### src/rtl/dcache_pkg.sv
package dcache_pkg;

  typedef enum logic [1:0] {
    ST_IDLE = 2'd0,
    ST_FILL = 2'd1,
    ST_DONE = 2'd2
  } dcState_t;

  // strobes from control to datapath
  typedef struct packed {
    logic fillWe;      // write fetched word into the line
    logic fillDone;    // last word: update tag and valid
    logic setValid;    // valid value written at fillDone
    logic invalidate;  // clear valid of the indexed line
    logic serve;       // drive the addressed word on rdData
  } dcStrobe_t;

endpackage

### src/rtl/dcache_dp.sv
module dcache_dp
  import dcache_pkg::*;
#(
  parameter int LADDR_W = 30,   // word address width
  parameter int DATA_W  = 32,
  parameter int LINES   = 16,
  parameter int WORDS   = 4
) (
  input  logic                 clk,
  input  logic                 rstN,
  input  logic [LADDR_W-1:0]   wordAddr,
  input  dcStrobe_t            strobe,
  input  logic [$clog2(WORDS)-1:0] fillWord,
  input  logic [DATA_W-1:0]    fillData,
  output logic                 hit,
  output logic [DATA_W-1:0]    rdData,
  output logic [LADDR_W-1:0]   fillWordAddr
);
  localparam int OFF_W = $clog2(WORDS);
  localparam int IDX_W = $clog2(LINES);
  localparam int TAG_W = LADDR_W - IDX_W - OFF_W;

  logic [OFF_W-1:0] wordSel;
  logic [IDX_W-1:0] lineIdx;
  logic [TAG_W-1:0] reqTag;

  assign wordSel = wordAddr[OFF_W-1:0];
  assign lineIdx = wordAddr[OFF_W +: IDX_W];
  assign reqTag  = wordAddr[LADDR_W-1 -: TAG_W];

  logic [LINES-1:0]         validVec;
  logic [TAG_W-1:0]         tagArr  [LINES];
  logic [WORDS*DATA_W-1:0]  dataArr [LINES];

  for (genvar l = 0; l < LINES; l++) begin : gLine
    logic                    lineValid;
    logic [TAG_W-1:0]        lineTag;
    logic [WORDS*DATA_W-1:0] lineData;
    logic                    lineSel;

    assign lineSel = (lineIdx == IDX_W'(l));

    always_ff @(posedge clk or negedge rstN) begin
      if (!rstN)                            lineValid <= 1'b0;
      else if (strobe.fillDone && lineSel)  lineValid <= strobe.setValid;
      else if (strobe.invalidate && lineSel) lineValid <= 1'b0;
    end

    always_ff @(posedge clk) begin
      if (strobe.fillDone && lineSel) lineTag <= reqTag;
      if (strobe.fillWe && lineSel)
        lineData[int'(fillWord)*DATA_W +: DATA_W] <= fillData;
    end

    assign validVec[l] = lineValid;
    assign tagArr[l]   = lineTag;
    assign dataArr[l]  = lineData;
  end

  assign hit          = validVec[lineIdx] && (tagArr[lineIdx] == reqTag);
  assign rdData       = strobe.serve ? dataArr[lineIdx][int'(wordSel)*DATA_W +: DATA_W]
                                     : '0;
  assign fillWordAddr = {reqTag, lineIdx, fillWord};

  // a completed enabled refill makes the held request hit
  assert_fill_makes_hit_R3: assert property (@(posedge clk) disable iff (!rstN)
    (strobe.fillDone && strobe.setValid) |=> hit);

  // an invalidation removes the indexed line
  assert_inval_clears_R6: assert property (@(posedge clk) disable iff (!rstN)
    (strobe.invalidate && !strobe.fillDone) |=> !validVec[$past(lineIdx)]);

endmodule

### src/rtl/dcache_ctrl.sv
module dcache_ctrl
  import dcache_pkg::*;
#(
  parameter int WORDS = 4
) (
  input  logic                     clk,
  input  logic                     rstN,
  input  logic                     reqRead,
  input  logic                     reqWrite,
  input  logic                     cacheEn,
  input  logic                     invMode,
  input  logic                     hit,
  input  logic                     fillValid,
  output dcStrobe_t                strobe,
  output logic [$clog2(WORDS)-1:0] fillWord,
  output logic                     stall,
  output logic                     memRdReq,
  output logic                     memWrite
);
  localparam int OFF_W = $clog2(WORDS);
  localparam logic [OFF_W-1:0] LAST_WORD = OFF_W'(WORDS - 1);

  dcState_t         state, nextState;
  logic [OFF_W-1:0] fillCnt, nextCnt;
  logic             storeSeen, nextStore;

  always_ff @(posedge clk or negedge rstN) begin
    if (!rstN) begin
      state     <= ST_IDLE;
      fillCnt   <= '0;
      storeSeen <= 1'b0;
    end else begin
      state     <= nextState;
      fillCnt   <= nextCnt;
      storeSeen <= nextStore;
    end
  end

  always_comb begin
    strobe    = '0;
    nextState = state;
    nextCnt   = fillCnt;
    nextStore = storeSeen;
    stall     = 1'b0;
    memRdReq  = 1'b0;
    memWrite  = 1'b0;
    unique case (state)
      ST_IDLE: begin
        if (reqWrite) begin
          memWrite          = 1'b1;
          nextStore         = 1'b1;
          strobe.invalidate = hit;
        end else if (reqRead) begin
          if (invMode) begin
            strobe.invalidate = 1'b1;
          end else if (cacheEn && hit && !storeSeen) begin
            strobe.serve = 1'b1;
          end else begin
            stall     = 1'b1;
            nextState = ST_FILL;
            nextCnt   = '0;
          end
        end
      end
      ST_FILL: begin
        stall    = 1'b1;
        memRdReq = 1'b1;
        if (fillValid) begin
          strobe.fillWe = 1'b1;
          nextCnt       = fillCnt + 1'b1;
          if (fillCnt == LAST_WORD) begin
            strobe.fillDone = 1'b1;
            nextState       = ST_DONE;
          end
        end
      end
      ST_DONE: begin
        strobe.serve = 1'b1;
        nextStore    = 1'b0;
        nextState    = ST_IDLE;
      end
      default: nextState = ST_IDLE;
    endcase
    strobe.setValid = cacheEn;
  end

  assign fillWord = fillCnt;

  // load right after a store cannot complete without a refill
  assert_store_then_refill_R7: assert property (@(posedge clk) disable iff (!rstN)
    (state == ST_IDLE && reqWrite) |=> (!(reqRead && !invMode) || stall));

  // disabled cache never serves a load from the array
  assert_disabled_refills_R4: assert property (@(posedge clk) disable iff (!rstN)
    (state == ST_IDLE && reqRead && !invMode && !cacheEn) |=> (state == ST_FILL));

  // fetch position holds across cycles without a word
  assert_gap_holds_R9: assert property (@(posedge clk) disable iff (!rstN)
    (state == ST_FILL && !fillValid) |=> (state == ST_FILL && $stable(fillWord)));

  // completion lasts exactly one cycle
  assert_done_single_R3: assert property (@(posedge clk) disable iff (!rstN)
    (state == ST_DONE) |=> (state == ST_IDLE && !stall));

endmodule

### src/rtl/dcache_top.sv
module dcache_top
  import dcache_pkg::*;
#(
  parameter int ADDR_W = 32,
  parameter int DATA_W = 32,
  parameter int LINES  = 16,
  parameter int WORDS  = 4
) (
  input  logic                clk,
  input  logic                rstN,
  input  logic [ADDR_W-1:0]   reqAddr,
  input  logic                reqRead,
  input  logic                reqWrite,
  input  logic [DATA_W/8-1:0] reqByteEn,
  input  logic [DATA_W-1:0]   reqWdata,
  input  logic [1:0]          srCtl,
  output logic [DATA_W-1:0]   rdData,
  output logic                stall,
  output logic                memWrite,
  output logic [ADDR_W-1:0]   memWrAddr,
  output logic [DATA_W-1:0]   memWrData,
  output logic [DATA_W/8-1:0] memWrByteEn,
  output logic                memRdReq,
  output logic [ADDR_W-1:0]   memRdAddr,
  input  logic                memRdValid,
  input  logic [DATA_W-1:0]   memRdData
);
  localparam int BYTE_W  = $clog2(DATA_W / 8);
  localparam int LADDR_W = ADDR_W - BYTE_W;
  localparam int OFF_W   = $clog2(WORDS);

  dcStrobe_t          strobe;
  logic [OFF_W-1:0]   fillWord;
  logic               hit;
  logic [LADDR_W-1:0] fillWordAddr;

  dcache_ctrl #(.WORDS(WORDS)) uCtrl (
    .clk      (clk),
    .rstN     (rstN),
    .reqRead  (reqRead),
    .reqWrite (reqWrite),
    .cacheEn  (srCtl[1]),
    .invMode  (srCtl[0]),
    .hit      (hit),
    .fillValid(memRdValid),
    .strobe   (strobe),
    .fillWord (fillWord),
    .stall    (stall),
    .memRdReq (memRdReq),
    .memWrite (memWrite)
  );

  dcache_dp #(
    .LADDR_W(LADDR_W),
    .DATA_W (DATA_W),
    .LINES  (LINES),
    .WORDS  (WORDS)
  ) uDp (
    .clk         (clk),
    .rstN        (rstN),
    .wordAddr    (reqAddr[ADDR_W-1:BYTE_W]),
    .strobe      (strobe),
    .fillWord    (fillWord),
    .fillData    (memRdData),
    .hit         (hit),
    .rdData      (rdData),
    .fillWordAddr(fillWordAddr)
  );

  assign memWrAddr   = reqAddr;
  assign memWrData   = reqWdata;
  assign memWrByteEn = reqByteEn;
  assign memRdAddr   = {fillWordAddr, {BYTE_W{1'b0}}};

  // write-through never stalls the pipeline
  assert_store_no_stall_R5: assert property (@(posedge clk) disable iff (!rstN)
    memWrite |-> (!stall && !memRdReq));

  // invalidate-mode load touches no external port
  assert_inv_quiet_R8: assert property (@(posedge clk) disable iff (!rstN)
    (reqRead && srCtl[0] && !stall && !$past(stall)) |=> !memRdReq);

  // pipeline holds its request while frozen
  assert_req_held_R3: assert property (@(posedge clk) disable iff (!rstN)
    stall |=> $stable(reqAddr));

  assert_rw_exclusive_R5: assert property (@(posedge clk) disable iff (!rstN)
    !(reqRead && reqWrite));

endmodule

### config.mk
export PLATFORM = sky130hd
export DESIGN_NAME = dcache_top
export DESIGN_NICKNAME = d
export VERILOG_FILES = /design/src/rtl/dcache_pkg.sv /design/src/rtl/dcache_dp.sv /design/src/rtl/dcache_ctrl.sv /design/src/rtl/dcache_top.sv
export SDC_FILE = /design/constraint.sdc
export NUM_CORES = 2
export LEC_CHECK = 0
export ABC_AREA = 1
export BUFFER_PORTS_ARGS = -buffer_cell sky130_fd_sc_hd__buf_2
export CORE_MARGIN = 1
export CORE_UTILIZATION = 55
export DETAILED_ROUTE_END_ITERATION = 6
export GPL_ROUTABILITY_DRIVEN = 1
export PLACE_DENSITY_LB_ADDON = 0.08
export SYNTH_ARGS = -nofsm -noshare
export SYNTH_HDL_FRONTEND = slang
export SYNTH_SLANG_ARGS = --single-unit
### constraint.sdc
create_clock -name clk -period 4.2 [get_ports clk]
set_input_delay 0.21 -clock clk [delete_from_list [all_inputs] [get_ports clk]]
set_output_delay 0.21 -clock clk [all_outputs]
set_load 0.05 [all_outputs]
Yosys cells after proc, flatten, opt, wreduce, memory -nomap -nowiden

Cells that the tools add are included.

Word-level logic and storage cells: 251
Bits in registers: 2453
Output and inout bits: 135

$lt $le $gt $ge: 2
Shifts and indexed selects: 3
Add/subtract/negate cells: 2
Equality and inequality tests: 26
Multiplexer cells: 91
Reduce and logical (&&, ||, !) cells: 75
Bitwise gates (word level): 1

Operators by type and width:

| kind                                                                       | count |
|---|---|
| 128-bit bitwise mux                                                        | 16 |
| 128-bit binary-select mux with 4-bit select                                | 1 |
| 128-bit two-way mux                                                        | 2 |
| 32-bit by 33-bit variable shift with 128-bit output (first input constant) | 1 |
| 128-bit by 8-bit indexed part select with 32-bit output                    | 1 |
| 32-bit by 33-bit indexed part select with 128-bit output                   | 1 |
| 24-bit binary-select mux with 4-bit select                                 | 1 |
| 1-bit logical AND                                                          | 51 |
| 1-bit two-way mux                                                          | 48 |
| 24-bit two-way mux                                                         | 2 |
| 2-bit nonzero test                                                         | 18 |
| 7-bit negator with 33-bit output                                           | 1 |
| 4-bit equality test (second input constant)                                | 8 |
| 32-bit two-way mux                                                         | 1 |
| 2-bit two-way mux                                                          | 14 |
| 24-bit equality test                                                       | 1 |
| 4-bit by 3-bit equality test with 1-bit output (second input constant)     | 4 |
| 2-bit inequality test (second input constant)                              | 6 |
| 6-bit AND reduction                                                        | 2 |
| 4-bit by 2-bit equality test with 1-bit output (second input constant)     | 2 |
| 2-bit one-hot mux with 2 select lines                                      | 2 |
| 1-bit one-hot mux with 2 select lines                                      | 3 |
| 5-bit >= comparator (second input constant)                                | 1 |
| 4-bit by 5-bit < comparator with 1-bit output (second input constant)      | 1 |
| 11 further kinds                                                           | 12 |

Logic depth before layout (Yosys ltp)

Depth after elaboration: 16
Mapped depth: 24
Gate-level depth less buffers: 20

Modules after synthesis

Synthesis repeated with hierarchy kept, for this count alone.

Cells, all modules: 6664
Area, all modules: 94778.4 µm²

By module, submodules not included:

| module      | cells an instance | times used | area an instance (µm²) | sequential area each (µm²) |
|---|---|---|---|---|
| dcache_dp   | 6539              | 1          | 93873.8                | 73430.4 |
| dcache_top  | 71                | 1          | 529.3                  | 0.0 |
| dcache_ctrl | 54                | 1          | 375.4                  | 125.1 |

Least setup slack after synthesis

Ideal clock, no wire load.

Path type: reg-to-reg
Start point: reg uCtrl.state[0]
End point: reg uDp.gLine[11].lineData[100], enable pin
Arrival: 3.613 ns
Cell stages (with the launch flop): 8
Buffers on the path: 1
Path slack: 0.163 ns
Clock period less this slack: 4.037 ns
Data required time: 3.776 ns
Setup time: 0.424 ns
Path through: dfrtp_1 > inv_1 > nor2_1 > inv_1 > nor2_1 > clkbuf_1 > nand2_1 > nor2_1

Cells in the longest elaborated chain, start to end: 3

RTL lines:

| item                                           | RTL line          | source |
|---|---|---|
| from (decl)                                    | dcache_ctrl.sv:23 | `dcState_t state, nextState;` |
| from (signal assigned)                         | dcache_ctrl.sv:33 | `state <= nextState;` |
| 2-bit by 1-bit equality test with 1-bit output | dcache_ctrl.sv:47 | `unique case (state)` |
| 2-bit two-way mux                              | dcache_ctrl.sv:47 |  |
| 1-bit logical AND                              | dcache_dp.sv:51   | `if (strobe.fillWe && lineSel)` |
| to (signal, indexed assignment)                | dcache_dp.sv:52   | `lineData[int'(fillWord)*DATA_W +: DATA_W] <= fillData;` |
| to (decl)                                      | dcache_dp.sv:38   | `logic [WORDS*DATA_W-1:0] lineData;` |

Every way passes these cells.
A chain may end at the register's enable or synchronous reset.

Worst setup path after layout

Start point: reg uDp.gLine[5].lineTag[23]
End point: out rdData[31]

Cells in the longest elaborated chain, start to end: 13

RTL lines:

| item                                                  | RTL line          | source |
|---|---|---|
| from (decl)                                           | dcache_dp.sv:37   | `logic [TAG_W-1:0] lineTag;` |
| from (signal assigned)                                | dcache_dp.sv:50   | `if (strobe.fillDone && lineSel) lineTag <= reqTag;` |
| 24-bit binary-select mux with 4-bit select            | dcache_dp.sv:60   | `assign hit = validVec[lineIdx] && (tagArr[lineIdx] == reqTag);` |
| 24-bit two-way mux (implied by the code) (2 in a row) | dcache_dp.sv:60   |  |
| 24-bit equality test                                  | dcache_dp.sv:60   |  |
| 1-bit logical AND                                     | dcache_dp.sv:60   |  |
| 1-bit logical AND (2 in a row)                        | dcache_ctrl.sv:56 | `end else if (cacheEn && hit && !storeSeen) begin` |
| 1-bit two-way mux                                     | dcache_ctrl.sv:56 |  |
| 1-bit two-way mux                                     | dcache_ctrl.sv:54 | `if (invMode) begin` |
| 2-bit two-way mux                                     | dcache_ctrl.sv:53 | `end else if (reqRead) begin` |
| 1-bit two-way mux                                     | dcache_ctrl.sv:49 | `if (reqWrite) begin` |
| 1-bit one-hot mux with 2 select lines                 | dcache_ctrl.sv:47 |  |
| 32-bit two-way mux                                    | dcache_dp.sv:61   | `assign rdData = strobe.serve ? dataArr[lineIdx][int'(wordSel)*DATA_W +: DATA_W]` |
| to (decl)                                             | dcache_top.sv:17  | `output logic [DATA_W-1:0] rdData,` |

Every way passes these cells. The select of a mux whose other input is x is not followed.

==> parameters.txt <==
Parameter                              Value

Detailed routing
  Vias per inst    6.45
  Total via count in the routed design    58700
  Number of nets with antenna violations after routing    0
  Starting DRC count in detailed routing    about 7500
  Average wire per standard cell    31.1 µm
  Total wire length    283 mm
  Pre-antenna DRT Iters    5
  Drc violations    0

Synth
  EDFF count, synth    2432
  Number of distinct library cells after synthesis    43
  Total number of yosys warnings    0
  Synth top area share    0.781
  Mean cell area of the mapped netlist    14.5 µm²
  Share of the yosys chip area belonging to registers    0.787
  Top cells by count, synth    edfxtp_1 (2432), nand2_1 (1166), o22ai_1 (937)
  Cell area after synthesis    0.0934 mm²
  Share of flip-flops with an asynchronous set or reset    0.00856
  Largest cells by area after synthesis    edfxtp_1 (78%), o22ai_1 (6.3%), nand2_1 (4.7%)
  Total of flip-flops plus latches after synthesis    2453
  Most instantiated library cell after synthesis    edfxtp_1
  Instance count of the mapped netlist    between 6000 and 7000
  Post-synth top area cell    edfxtp_1
  Top flip-flop cell by instance count after synthesis    edfxtp_1

Clock tree
  Clock-pin slew of the registers on the worst-case setup and hold paths    0.07 ns
  Clock tree sinks    2453
  Number of levels the H-tree was split into    4
  Maximum buffer depth of the clock tree    3
  Number of buffers added by the clock tree synthesis step    238
  Clock latency reported for the late side of the worst-skew pair    0.89 ns
  CTS tree    built
  CTS root buf    clkbuf_16

Layout
  Fraction of final layout cells sized beyond drive strength 1    0.138
  Area added between synthesis and finish    14.4%
  Number of nets in the finished design    6810

Worst setup path
  Critical Path Sink Type    output pin
  Worst endpoint data arrival time    3.71 ns
  Critical Path RT    3.99 ns
  Type of element launching the critical path    flip-flop
  Crit path max fanout    32
  FF-to-FF path depth    8
  Register-to-register setup slack    approximately 0.64 ns
  CP Class    flip-flop to output pin

Timing
  Final hold slack    0.0866 ns
  Setup repair after global routing missed its margin    false
  Final setup viols    0
  Accumulated negative setup slack    0 ns
  Final period utilization    0.934
  Number of max-slew violations in the final report    0
  Largest clock skew in the final design    0.0340 ns
  Upper clock frequency limit    ~250 MHz
  Worst Slack Setup Final    0.275 ns
  Final worst path period need    3.92 ns
  Transition time at the pin with the least slew margin    1.16 ns
  Final hold viol count    0
  Max-slew headroom at the worst pin    0.224

Power
  Standby leakage power    35.8 nW
  Peak supply drop    0.519 mV
  Power density over cell area    499 mW/mm²

Status
  Status    complete, no violations

Hold path
  Number of cells traversed by the worst hold path    7
  Hold WC Path Type    input pin to flip-flop

Floorplanning
  Core Rows    150
  Top Ports    242
  Effective utilization at floorplan    0.556
  Die Footprint    0.172 mm²
  Overall die height    414 µm
  Width of the chip    between 400 and 500 µm
  Core Area    approximately 0.17 mm²

Run
  # Max-Cap Violations    0

GRT
  Number of antenna violations at the first check in global routing    12
  Via count of the first global-routing pass    55600
  Pin count of the biggest net entering global routing    104
  Global-route wire length before repair    400 mm
  Total overflow reported by the global router    0
  GRT Overall Usage    0.325

Placed design
  Final RePlAce weighted congestion    ~0.90
  Number of port buffers    163
  Hpwl dp    156 mm
  Setup Slack @ Placement    approximately 0.16 ns
## report_power, final
group | switching [mW] | internal (mW) | total (mW)
combinational | 3.75 | 1.05 | 4.80
sequential | 0.0788 | 27.8 | 27.8
clock | 9.11 | 11.6 | 20.7
## logic make-up after synthesis
| group | count (synthesis) | share of synthesized area |
|---|---|---|
| other | 1 | 0.0000401 |
| AOI/OAI and AO/OA | 1650 | 0.109 |
| xor gates and xnor gates | 1 | 0.0000937 |
| buffers and inverters | 604 | 0.0295 |
| and+or+nand+nor | 1733 | 0.0741 |
| DFF | 2453 | 0.787 |
| adders and majority gates | 4 | 0.000536 |
## critical path: stages (launching register included)
cell	delay (ns)
edfxtp_1	0.37
nand2_1	0.07
nand2_1	0.07
nand2_1	0.05
nand2_1	0.05
nand2_1	0.06
nand2_1	0.11
o21bai_1	0.31
nand2_1	0.09
nor2_1	0.12
nand2_1	0.07
nor2_1	0.10
nand2_1	0.10
nor2_2	0.18
nand4_4	0.11
buf_12	0.18
a21oi_2	0.41
buf_4	0.21
buf_12	0.13
## through the flow
step	cell area (µm²)	total power, mW	instances	utilization
after floorplan	93500	30.9	6447	-
after global placement	99000	33.0	8629	0.589
after detailed placement	99000	33.0	8629	0.589
after CTS	107000	53.5	9097	0.636
after global routing	107000	54.7	9097	0.636
final	107000	53.4	9103	0.636
## per-layer routing
| layer | wire length [µm] | global-route usage | up-vias |
|---|---|---|---|
| li1 | - | - | 25200 |
| met1 | 109000 | 0.442 | 29700 |
| met2 | 131000 | 0.504 | 3160 |
| met3 | 28600 | 0.0713 | 536 |
| met4 | 14000 | 0.156 | 16 |
| met5 | 110 | 0 | - |
## final cells by class
cell class              instances  area, µm²
clock inverters               141       1320
inverters                     101        395
multi-input cells            3390      17900
flip-flops and latches       2453      73600
repair buffers                515       4760
diodes                          6       15.0
clock buffers                 293       6200
fillers                     12200      61100
well taps                    2204       2760
## flip-flops by register name, summed over array words and instances (netlist names)
register and flops:
uCtrl.state 2, uCtrl.fillWord 2, uCtrl.storeSeen 1, uDp.gLine.lineValid 16, uDp.gLine.lineTag 384, uDp.gLine.lineData 2048
## worst paths after layout
kind,start,endpoint
min in group asynchronous,rstN,uCtrl.storeSeen$_DFFE_PN0P_
max in group asynchronous,rstN,uDp.gLine[0].lineValid$_DFFE_PN0P_
worst min-delay path,reqAddr[4],uDp.gLine[4].lineValid$_DFFE_PN0P_
worst max-delay path,uDp.gLine[5].lineTag[23]$_DFFE_PP_,rdData[31]
worst max register to register,uCtrl.state[0]$_DFFE_PN0P_,uDp.gLine[14].lineTag[17]$_DFFE_PP_
worst min register to register,uCtrl.storeSeen$_DFFE_PN0P_,uCtrl.storeSeen$_DFFE_PN0P_
## cell usage in the layout (no fill, tap or decap), types with 4 or more instances in the layout
cell	n
o221ai_1	63
clkbuf_1	53
diode_2	6
o21ai_0	473
nor2_4	82
inv_1	90
nand4_1	69
buf_4	250
ha_1	4
dlygate4sd3_1	33
clkinvlp_4	4
clkbuf_16	240
o21bai_1	7
bufinv_16	19
a21oi_1	23
inv_2	5
nand3_1	87
a21oi_2	31
o22ai_1	937
buf_2	139
inv_16	4
nor3_1	44
buf_12	92
o22a_1	45
dfrtp_1	21
nor2_1	256
o211ai_1	20
nand3b_1	6
nand2_1	1163
edfxtp_1	2432
clkinv_2	46
clkinv_16	4
clkinv_1	61
a221oi_1	7
inv_6	6
a22oi_1	32
nor3_2	13
## what timing repair did
item | in CTS | in global routing
buffers inserted | 0 | 0
gates resized for setup | 1 | 0
hold endpoints to repair | 460 | 0
hold buffers | 34 | 0
setup endpoints to repair | 1 | 0
(Power assumes the default switching activity.)
